## config.mk

```make
export PLATFORM = sky130hd
export DESIGN_NAME = awin_decoder
export DESIGN_NICKNAME = d
export VERILOG_FILES = /design/src/rtl/awd_pkg.sv /design/src/rtl/awd_regfile.sv /design/src/rtl/awd_match.sv /design/src/rtl/awd_select.sv /design/src/rtl/awin_decoder.sv
export SDC_FILE = /design/constraint.sdc
export NUM_CORES = 2
export LEC_CHECK = 0
export CAP_MARGIN = 20
export CORE_MARGIN = 3
export CORE_UTILIZATION = 45
export DETAILED_ROUTE_END_ITERATION = 6
export DONT_BUFFER_PORTS = 1
export PLACE_DENSITY = 0.66
export SYNTH_ARGS = -nofsm -noshare
export SYNTH_HDL_FRONTEND = slang
export SYNTH_SLANG_ARGS = --single-unit
```

## constraint.sdc

```tcl
create_clock -name clk -period 2.2 [get_ports clk]
set_clock_uncertainty 0.1 [all_clocks]
set_input_delay 0.33 -clock clk [delete_from_list [all_inputs] [get_ports clk]]
set_output_delay 0.33 -clock clk [all_outputs]
set_load 0.02 [all_outputs]
```

## src/rtl/awd_pkg.sv

```systemverilog
package awd_pkg;

    // Kind selector of the register port.
    typedef enum logic [1:0] {
        RK_CTRL = 2'd0,
        RK_BASE = 2'd1,
        RK_MASK = 2'd2,
        RK_NONE = 2'd3
    } reg_kind_e;

    // Shadow snapshot holder.
    typedef enum logic {
        SNAP_EMPTY = 1'b0,
        SNAP_HELD  = 1'b1
    } snap_state_e;

    localparam int REG_W      = 32;
    localparam int REGION_LSB = 16;
    localparam int PERM_LSB   = 16;
    localparam int ATTR_LSB   = 8;
    localparam int ATTR_W     = 8;

endpackage

```

## src/rtl/awd_regfile.sv

```systemverilog
module awd_regfile
    import awd_pkg::*;
#(
    parameter int NUM_WIN = 5,
    parameter int IDX_W   = 3,
    parameter int HI_W    = REG_W - REGION_LSB
) (
    input  logic                              clk,
    input  logic                              rst_n,
    input  logic                              reg_wr,
    input  logic                              reg_rd,
    input  logic [1:0]                        reg_kind,
    input  logic [IDX_W-1:0]                  reg_idx,
    input  logic [REG_W-1:0]                  reg_wdata,
    output logic [REG_W-1:0]                  reg_rdata,
    input  logic                              snap_save,
    input  logic                              snap_restore,
    output logic [NUM_WIN-1:0]                win_en,
    output logic [2*NUM_WIN-1:0]              win_perm,
    output logic [NUM_WIN-1:0][HI_W-1:0]      win_base_hi,
    output logic [NUM_WIN-1:0][HI_W-1:0]      win_mask_hi,
    output logic [NUM_WIN-1:0][ATTR_W-1:0]    win_attr
);

    logic [REG_W-1:0]                ctrl_q, sh_ctrl;
    logic [NUM_WIN-1:0][REG_W-1:0]   base_q, mask_q, sh_base, sh_mask;
    snap_state_e                     snap_q, snap_d;
    reg_kind_e                       kind;
    logic                            restore_go;
    logic [REG_W-1:0]                rd_mux;

    assign kind = reg_kind_e'(reg_kind);

    // Snapshot state register.
    always_ff @(posedge clk) begin
        if (!rst_n) snap_q <= SNAP_EMPTY;
        else        snap_q <= snap_d;
    end

    // Snapshot next state: CAPTURE, RECAPTURE, APPLY.
    always_comb begin
        snap_d = snap_q;
        unique case (snap_q)
            SNAP_EMPTY: if (snap_save) snap_d = SNAP_HELD;
            SNAP_HELD:  snap_d = SNAP_HELD;
        endcase
    end

    assign restore_go = (snap_q == SNAP_HELD) && snap_restore && !snap_save;

    // Live register set.
    always_ff @(posedge clk) begin
        if (!rst_n) begin
            ctrl_q <= '0;
            base_q <= '0;
            mask_q <= '0;
        end else if (restore_go) begin
            ctrl_q <= sh_ctrl;
            base_q <= sh_base;
            mask_q <= sh_mask;
        end else if (reg_wr) begin
            if (kind == RK_CTRL) ctrl_q <= reg_wdata;
            for (int i = 0; i < NUM_WIN; i++) begin
                if (reg_idx == IDX_W'(i)) begin
                    if (kind == RK_BASE) base_q[i] <= reg_wdata;
                    if (kind == RK_MASK) mask_q[i] <= reg_wdata;
                end
            end
        end
    end

    // Shadow register set.
    always_ff @(posedge clk) begin
        if (!rst_n) begin
            sh_ctrl <= '0;
            sh_base <= '0;
            sh_mask <= '0;
        end else if (snap_save) begin
            sh_ctrl <= ctrl_q;
            sh_base <= base_q;
            sh_mask <= mask_q;
        end
    end

    // Read mux.
    always_comb begin
        rd_mux = '0;
        unique case (kind)
            RK_CTRL: rd_mux = ctrl_q;
            RK_BASE: for (int i = 0; i < NUM_WIN; i++)
                         if (reg_idx == IDX_W'(i)) rd_mux = base_q[i];
            RK_MASK: for (int i = 0; i < NUM_WIN; i++)
                         if (reg_idx == IDX_W'(i)) rd_mux = mask_q[i];
            RK_NONE: rd_mux = '0;
        endcase
    end

    always_ff @(posedge clk) begin
        if (!rst_n)      reg_rdata <= '0;
        else if (reg_rd) reg_rdata <= rd_mux;
        else             reg_rdata <= '0;
    end

    // Field extraction for the decoder.
    for (genvar g = 0; g < NUM_WIN; g++) begin : g_fields
        assign win_en[g]           = ctrl_q[g];
        assign win_perm[2*g +: 2]  = ctrl_q[PERM_LSB + 2*g +: 2];
        assign win_base_hi[g]      = base_q[g][REG_W-1:REGION_LSB];
        assign win_mask_hi[g]      = mask_q[g][REG_W-1:REGION_LSB];
        assign win_attr[g]         = base_q[g][ATTR_LSB +: ATTR_W];
    end

    // restore with an empty shadow leaves the live set untouched.
    a_r11_restore_empty_ignored: assert property (@(posedge clk) disable iff (!rst_n)
        (snap_q == SNAP_EMPTY && snap_restore && !reg_wr) |=> ($stable(ctrl_q) && $stable(base_q) && $stable(mask_q)));

    // an honoured restore wins over a concurrent write.
    a_r12_restore_overrides: assert property (@(posedge clk) disable iff (!rst_n)
        (snap_q == SNAP_HELD && snap_restore && !snap_save) |=> (ctrl_q == $past(sh_ctrl) && base_q == $past(sh_base)));

    // a save captures the live values of that cycle.
    a_r10_save_captures: assert property (@(posedge clk) disable iff (!rst_n)
        snap_save |=> (sh_ctrl == $past(ctrl_q) && sh_mask == $past(mask_q)));

endmodule

```

## src/rtl/awd_match.sv

```systemverilog
module awd_match
    import awd_pkg::*;
#(
    parameter int NUM_WIN = 5,
    parameter int HI_W    = REG_W - REGION_LSB
) (
    input  logic [HI_W-1:0]                  addr_hi,
    input  logic [NUM_WIN-1:0]               win_en,
    input  logic [NUM_WIN-1:0][HI_W-1:0]     win_base_hi,
    input  logic [NUM_WIN-1:0][HI_W-1:0]     win_mask_hi,
    output logic [NUM_WIN-1:0]               hit_vec
);

    for (genvar g = 0; g < NUM_WIN; g++) begin : g_cmp
        logic [HI_W-1:0] diff;
        assign diff       = (addr_hi ^ win_base_hi[g]) & ~win_mask_hi[g];
        assign hit_vec[g] = win_en[g] && (diff == '0);
    end

endmodule

```

## src/rtl/awd_select.sv

```systemverilog
module awd_select
    import awd_pkg::*;
#(
    parameter int NUM_WIN = 5,
    parameter int IDX_W   = 3
) (
    input  logic                              clk,
    input  logic                              rst_n,
    input  logic                              req_valid,
    input  logic                              req_write,
    input  logic [NUM_WIN-1:0]                hit_vec,
    input  logic [2*NUM_WIN-1:0]              win_perm,
    input  logic [NUM_WIN-1:0][ATTR_W-1:0]    win_attr,
    output logic                              dec_valid,
    output logic                              dec_hit,
    output logic                              dec_err,
    output logic                              dec_denied,
    output logic [IDX_W-1:0]                  dec_win,
    output logic [ATTR_W-1:0]                 dec_attr
);

    logic              any_hit;
    logic [IDX_W-1:0]  sel_idx;
    logic [1:0]        sel_perm;
    logic [ATTR_W-1:0] sel_attr;
    logic              allowed;

    // Priority pick: scanning downward leaves the lowest index last.
    always_comb begin
        any_hit  = 1'b0;
        sel_idx  = '0;
        sel_perm = '0;
        sel_attr = '0;
        for (int i = NUM_WIN - 1; i >= 0; i--) begin
            if (hit_vec[i]) begin
                any_hit  = 1'b1;
                sel_idx  = IDX_W'(i);
                sel_perm = win_perm[2*i +: 2];
                sel_attr = win_attr[i];
            end
        end
    end

    assign allowed = req_write ? sel_perm[1] : sel_perm[0];

    always_ff @(posedge clk) begin
        if (!rst_n || !req_valid) begin
            dec_valid  <= 1'b0;
            dec_hit    <= 1'b0;
            dec_err    <= 1'b0;
            dec_denied <= 1'b0;
            dec_win    <= '0;
            dec_attr   <= '0;
        end else begin
            dec_valid  <= 1'b1;
            dec_hit    <= any_hit;
            dec_denied <= any_hit && !allowed;
            dec_err    <= !any_hit || !allowed;
            dec_win    <= sel_idx;
            dec_attr   <= sel_attr;
        end
    end

    // a request yields a result on the next edge, and only then.
    a_r9_result_latency: assert property (@(posedge clk) disable iff (!rst_n)
        req_valid |=> dec_valid);
    a_r9_quiet_without_req: assert property (@(posedge clk) disable iff (!rst_n)
        !req_valid |=> (!dec_valid && !dec_err && !dec_hit));

    // a miss carries the error flag and no attribute.
    a_r6_miss_shape: assert property (@(posedge clk) disable iff (!rst_n)
        (dec_valid && !dec_hit) |-> (dec_err && !dec_denied && dec_attr == '0 && dec_win == '0));

    // refusal only happens on a hit.
    a_r8_denied_on_hit: assert property (@(posedge clk) disable iff (!rst_n)
        dec_denied |-> (dec_hit && dec_err));

    // window 0 matching always wins.
    a_r5_lowest_wins: assert property (@(posedge clk) disable iff (!rst_n)
        (req_valid && hit_vec[0]) |=> (dec_hit && dec_win == '0));

endmodule

```

## src/rtl/awin_decoder.sv

```systemverilog
module awin_decoder
    import awd_pkg::*;
#(
    parameter int NUM_WIN = 5,
    localparam int IDX_W  = (NUM_WIN > 1) ? $clog2(NUM_WIN) : 1,
    localparam int HI_W   = REG_W - REGION_LSB
) (
    input  logic              clk,
    input  logic              rst_n,
    input  logic              reg_wr,
    input  logic              reg_rd,
    input  logic [1:0]        reg_kind,
    input  logic [IDX_W-1:0]  reg_idx,
    input  logic [31:0]       reg_wdata,
    output logic [31:0]       reg_rdata,
    input  logic              snap_save,
    input  logic              snap_restore,
    input  logic              req_valid,
    input  logic              req_write,
    input  logic [31:0]       req_addr,
    output logic              dec_valid,
    output logic              dec_hit,
    output logic              dec_err,
    output logic              dec_denied,
    output logic [IDX_W-1:0]  dec_win,
    output logic [7:0]        dec_attr
);

    logic [NUM_WIN-1:0]               win_en;
    logic [2*NUM_WIN-1:0]             win_perm;
    logic [NUM_WIN-1:0][HI_W-1:0]     win_base_hi;
    logic [NUM_WIN-1:0][HI_W-1:0]     win_mask_hi;
    logic [NUM_WIN-1:0][ATTR_W-1:0]   win_attr;
    logic [NUM_WIN-1:0]               hit_vec;
    logic                             unused_addr_lo;

    assign unused_addr_lo = ^req_addr[REGION_LSB-1:0];

    awd_regfile #(.NUM_WIN(NUM_WIN), .IDX_W(IDX_W), .HI_W(HI_W)) u_regs (
        .clk          (clk),
        .rst_n        (rst_n),
        .reg_wr       (reg_wr),
        .reg_rd       (reg_rd),
        .reg_kind     (reg_kind),
        .reg_idx      (reg_idx),
        .reg_wdata    (reg_wdata),
        .reg_rdata    (reg_rdata),
        .snap_save    (snap_save),
        .snap_restore (snap_restore),
        .win_en       (win_en),
        .win_perm     (win_perm),
        .win_base_hi  (win_base_hi),
        .win_mask_hi  (win_mask_hi),
        .win_attr     (win_attr)
    );

    awd_match #(.NUM_WIN(NUM_WIN), .HI_W(HI_W)) u_match (
        .addr_hi     (req_addr[REG_W-1:REGION_LSB]),
        .win_en      (win_en),
        .win_base_hi (win_base_hi),
        .win_mask_hi (win_mask_hi),
        .hit_vec     (hit_vec)
    );

    awd_select #(.NUM_WIN(NUM_WIN), .IDX_W(IDX_W)) u_sel (
        .clk        (clk),
        .rst_n      (rst_n),
        .req_valid  (req_valid),
        .req_write  (req_write),
        .hit_vec    (hit_vec),
        .win_perm   (win_perm),
        .win_attr   (win_attr),
        .dec_valid  (dec_valid),
        .dec_hit    (dec_hit),
        .dec_err    (dec_err),
        .dec_denied (dec_denied),
        .dec_win    (dec_win),
        .dec_attr   (dec_attr)
    );

endmodule

```

=== Word level (Yosys, flattened, before mapping) ===
Index checks and enable logic that the tools add are counted.

* Flip-flop bits (word level): 752
* Logic and storage cells: 154
* Output and inout bits: 47
* Input port bits: 77

* Reduce and logical (&&, ||, !) cells: 46
* Equal/unequal tests: 7
* Bitwise operators: 16
* Multiplexer cells: 53

{| class="wikitable"
|+ Operator list
! operator !! number
|-
| 32-bit two-way mux || 25
|-
| 160-bit two-way mux || 4
|-
| 32-bit case mux with 4 select lines || 1
|-
| 16-bit bitwise AND || 5
|-
| 16-bit logical NOT || 5
|-
| 16-bit inverter || 5
|-
| 16-bit bitwise XOR || 5
|-
| 8-bit two-way mux || 5
|-
| 3-bit AND reduction || 10
|-
| 2-bit nonzero test || 9
|-
| 2-bit two-way mux || 7
|-
| 1-bit two-way mux || 9
|-
| 1-bit logical AND || 8
|-
| 3-bit by 2-bit == test with 1-bit output, second input constant || 2
|-
| 1-bit logical NOT || 5
|-
| 5-bit OR reduction || 1
|-
| 2-bit == test, second input constant || 2
|-
| 2-bit AND reduction || 2
|-
| 3-bit by 1-bit == test with 1-bit output, second input constant || 1
|-
| 3-bit == test, second input constant || 1
|-
| 3-bit logical NOT || 1
|-
| 3-bit two-way mux || 1
|-
| 3-bit OR reduction || 1
|-
| 2-bit by 1-bit == test with 1-bit output, second input constant || 1
|-
| other kinds (5) || 6
|}

=== Longest topological paths before layout ===
* Depth after elaboration: 12
* Mapped depth: 11
* Mapped depth without buffers: 8

=== Modules after synthesis ===
Synthesis repeated with hierarchy kept, for this count alone.

* Cell total of the unflattened synthesis: 3672
* Area, all modules: 35356.4 um2

{| class="wikitable"
|+ By module, submodules not included
! module !! sequential area each (um2) !! area each (um2) !! cells each !! instances
|-
| awd_regfile || 14754.2 || 33337.0 || 3419 || 1
|-
| awd_match || 0.0 || 1219.9 || 160 || 1
|-
| awd_select || 300.3 || 799.5 || 93 || 1
|}

=== Worst setup path after synthesis ===
OpenSTA, ideal clock, no wires.

* Path type: input to register
* From: in req_addr[27]
* To: reg u_sel.dec_denied
* Library setup time: 0.123 ns
* Buffers on the path: 1
* Path slack: -0.078 ns
* Arrival time: 2.056 ns
* Data required time: 1.977 ns
* Cell stages on the path: 9
* Path through: buf_6 > xnor2_1 > o22ai_1 > or4_4 > nor4_4 > a2111oi_1 > a211oi_1 > o22ai_1 > nor2b_1

* Cells in the longest elaborated chain, start to end: 12
* Elaborated cells on any way between the ends: 33
* Those cells by class: 11 x mux; 10 x bitwise; 12 x reduce/logical

{| class="wikitable"
|+ Ends and longest elaborated chain
! what !! RTL line !! text
|-
| start, declared || awin_decoder.sv:20 || <nowiki>input logic [31:0] req_addr,</nowiki>
|-
| 16-bit bitwise XOR || awd_match.sv:16 || <nowiki>assign diff = (addr_hi ^ win_base_hi[g]) & ~win_mask_hi[g];</nowiki>
|-
| 16-bit bitwise AND || awd_match.sv:16 ||
|-
| 16-bit logical NOT || awd_match.sv:17 || <nowiki>assign hit_vec[g] = win_en[g] && (diff == '0);</nowiki>
|-
| 1-bit logical AND || awd_match.sv:17 ||
|-
| 2-bit two-way mux (5 in a row) || awd_select.sv:35 || <nowiki>if (hit_vec[i]) begin</nowiki>
|-
| 1-bit two-way mux || awd_select.sv:44 || <nowiki>assign allowed = req_write ? sel_perm[1] : sel_perm[0];</nowiki>
|-
| 1-bit logical NOT || awd_select.sv:57 || <nowiki>dec_denied <= any_hit && !allowed;</nowiki>
|-
| 1-bit logical AND (*) || awd_select.sv:57 ||
|-
| end signal, assigned || awd_select.sv:57 ||
|-
| end, declared || awd_select.sv:17 || <nowiki>output logic dec_denied,</nowiki>
|}

Mark *: on every way between the ends. The rest lies on a longest branch, timed or not.
A chain may end at the register's enable or synchronous reset.

=== Final worst setup path ===
* From: in rst_n
* To: reg u_regs.sh_base[80] in the netlist's numbering

{| class="wikitable"
|+ RTL lines
! what !! RTL line !! text
|-
| start, declared || awin_decoder.sv:9 || <nowiki>input logic rst_n,</nowiki>
|-
| end signal, assigned || awd_regfile.sv:80 || <nowiki>sh_base <= base_q;</nowiki>
|-
| end, declared || awd_regfile.sv:26 || <nowiki>logic [NUM_WIN-1:0][REG_W-1:0] base_q, mask_q, sh_base, sh_mask;</nowiki>
|}

No word-level cell between the ends.

==> run metrics <==
average wire per standard cell=22.6 um; Routed Wire Length=111000 um; result of the run=finished, violations left; Reg2Reg Setup Slack=-0.20 ns; Netlist cell types=slightly below 50; ratio of cells with drive above 1 in the final layout=around an eighth; drc violations=0; Post-Place Cells=approximately 4300; H-tree levels=3; count of input and output buffers=0; number of nets in the layout=around 4000; final cell count without fillers=roughly 5000; via count of the first global-routing pass=between 20000 and 30000; per-cell via count in the routed design=approximately 5.9; mapped cell area=approximately 33000 um2; setup slack after placement=-0.401 ns; share of synthesized flip-flops with an asynchronous set or reset=0%; detailed-placement wirelength estimate=62300 um; antenna violations before repair=6; number of primary I/O pins=124; Mapped Avg Cell Area=a little under 10 um2; most common cell in the netlist=dfxtp_1; final non-filler cell area=approximately 43000 um2; max-slew violation total from the final report=505; failing checks=negative hold slack, max-slew violations, negative setup slack; number of flops mapped to enable cells by yosys=0; die span in y=approximately 280 um; startpoint of the lowest-slack hold path=rst_n; via total after detailed routing=roughly 29000; number of DRC markers in iteration 0=3196; final setup fails=300; remaining max-slew budget at the tightest pin=-117%; CTS tree=built; number of iterations in the first detailed-routing pass=7; post-synthesis sequential area ratio=between 40% and 50%; setup total negative slack=-123.41 ns; CTS sink count=approximately 750; clock latency of the later-clocked register in the worst-skew pair=~0.64 ns; worst min-delay path class=input pin to register; actual transition at the worst max-transition pin=about 3.2 ns; peak clock frequency supported by timing=approximately 330 MHz; logic depth of the worst setup path including buffers=2; Row Count=99; effective utilization at floorplan=roughly 46%; top cell type by total area after synthesis=dfxtp_1; crit path setup slack, layout=-0.786 ns; worst reg2reg startpoint=u_regs.win_base_hi[64]; critical path fanouts, max=about 710; global-route wire length before repair=about 170000 um; final hold violation count=10; remaining global-route overflow=0; maximum number of pins on one net before global-route repair=a little over 700; Crit Path Category=input pin to register; crit path max-delay cell type=nor2b_1; data arrival time of the worst path=between 3 and 4 ns; post-synthesis register bit count=roughly 750; CTS clock-pin slew for the worst setup and hold paths=approximately 0.060 ns; area share of the leading cell type in the synthesized netlist=between 40% and 50%; IR Drop Worst-Case VDD=about 520 uV; crit-path max cell delay=slightly below 0.9 ns; cell breakdown of the critical path=nor2b_1 > dlygate4sd3_1; areal power density over the cells=749 nW/um2; clock tree root buffer cell=clkbuf_16; period utilization=136%; weighted congestion reported at the end of routability-driven placement=0.891; shortest clock period the worst path allows after layout=2.99 ns; worst hold margin=-0.224 ns; post-synth net total=3497; Post-synth top cells=dfxtp_1 (752), mux2i_1 (397), nand2_1 (385); area of the die=about 80000 um2; P&R area growth vs syn=29.8%; Largest delay share family, worst path=simple AND/OR/NAND/NOR gates; Placed Area=35700 um2; Overall Global Routing Usage=between 20% and 30%; element type at the critical path start=input pin; Crit path buffers/inverters=1; total CTS buffers=82; CTS Buffer Depth=3; Detail Route Antenna Nets=0; Synth Instances=about 3400; RSZ-0062 raised after global routing=yes; r2r worst-path depth=9; Core Area=73300 um2; required time worst endpoint=2.60 ns; leakage dissipation=between 20 and 25 nW; count of max-cap constraint violations=0; cell types with the largest area share after synthesis=dfxtp_1 (45%), mux2i_1 (12%), o211a_1 (11%); horizontal die dimension=279 um; Top FF cell, synth=dfxtp_1; source of the critical timing path=rst_n; end of the worst register-to-register path=u_sel.dec_denied; critical path capture point type=register; end point of the critical path=u_regs.sh_base[80]; Warnings, synthesis=0
==> sequential cells by signal, summed over array words and instances (netlist names) <==
name	cells
u_regs.snap_q	1
u_regs.reg_rdata	32
u_regs.win_mask_hi	80
u_regs.sh_base	160
u_regs.sh_ctrl	32
u_regs.base_q	40
u_sel.dec_win	3
u_sel.dec_attr	8
u_sel.dec_err	1
u_regs.sh_mask	160
u_regs.win_attr	40
u_sel.dec_valid	1
u_regs.ctrl_q	32
u_sel.dec_hit	1
u_regs.win_base_hi	80
u_sel.dec_denied	1
u_regs.mask_q	80
==> layer usage <==
metal	share of wire (%)	up-vias	track usage, %	routed length (um)
met3	8.8	193	7.11	9700
met4	2.7	0	8.09	2990
met2	45	1109	43.3	49800
li1	-	13100	-	-
met5	0	-	0	0
met1	44	14200	37.2	48200
==> kinds of logic (layout without fill, tap and decap cells) <==
family | count (synthesis) | after routing | synth area share, %
XOR/XNOR | 80 | 80 | 2.09
other | 0 | 11 | 0
buffers and inverters | 347 | 853 | 4.06
multiplexers | 448 | 448 | 15.3
flip-flops | 752 | 752 | 44.9
AO/OA/AOI/OAI | 919 | 919 | 20.4
AND/OR/NAND/NOR | 874 | 875 | 13.2
==> where the power goes <==
part           switching [mW]  internal (mW)  total (mW)
logic                    1.57           1.82        3.39
clock network            5.79           8.77        14.6
registers               0.465           14.2        14.6
total                    7.83           24.7        32.6
==> stage by stage <==
| step | total power, mW | utilization (%) |
|---|---|---|
| global route | 33.5 | 59.3 |
| floorplan | 17.0 | - |
| detailed placement | 17.7 | 48.7 |
| finish | 32.6 | 59.3 |
| CTS | 32.5 | 58.9 |
| global placement | 17.6 | 48.7 |
==> final cells by class <==
| cell class | count | area (um2) |
|---|---|---|
| sequential | 752 | 15100 |
| clock inverter | 30 | 483 |
| multi-input combinational | 2322 | 17400 |
| fill | 6083 | 29800 |
| clock buffer | 114 | 2350 |
| tap | 959 | 1200 |
| timing repair buffer | 697 | 6900 |
| antenna | 11 | 27.5 |
| inverter | 12 | 45.0 |
==> placed cells by master (no fill, tap or decap), types with 17 or more instances in the layout <==
master         instances
a221oi_1              17
buf_4                198
o22ai_1               41
nand2_1              384
mux2i_1              397
clkbuf_16             84
o211a_1              352
xnor2_1               76
dfxtp_1              749
o21ai_1               23
dlygate4sd3_1        457
a22oi_1               58
and2_1                33
a21oi_1              332
o21ai_0               21
nor2_1                49
buf_12                38
nor2b_1              363
mux4_2                51
==> what timing repair did <==
item | CTS | global route
cloned | 0 | 2
pin swaps | 8 | 27
gates resized for setup | 7 | 35
endpoints found under the setup margin | 11 | 25
hold buffers | 458 | 1
endpoints found under the hold margin | 735 | 105
setup buffers | 1 | 2
==> how the worst min path moves through the flow <==
stage          slack (ns)                   to  depth (start not counted)
6_report            -0.22  u_regs.win_attr[29]                          1
5_1_grt             -0.25  u_regs.win_attr[13]                          1
4_1_cts             -0.25  u_regs.win_attr[29]                          1
3_5_place_dp         0.34        u_regs.snap_q                          1
3_3_place_gp         0.33        u_regs.snap_q                          1
2_1_floorplan        0.33        u_regs.snap_q                          1
Power figures use the tool's default switching activity.
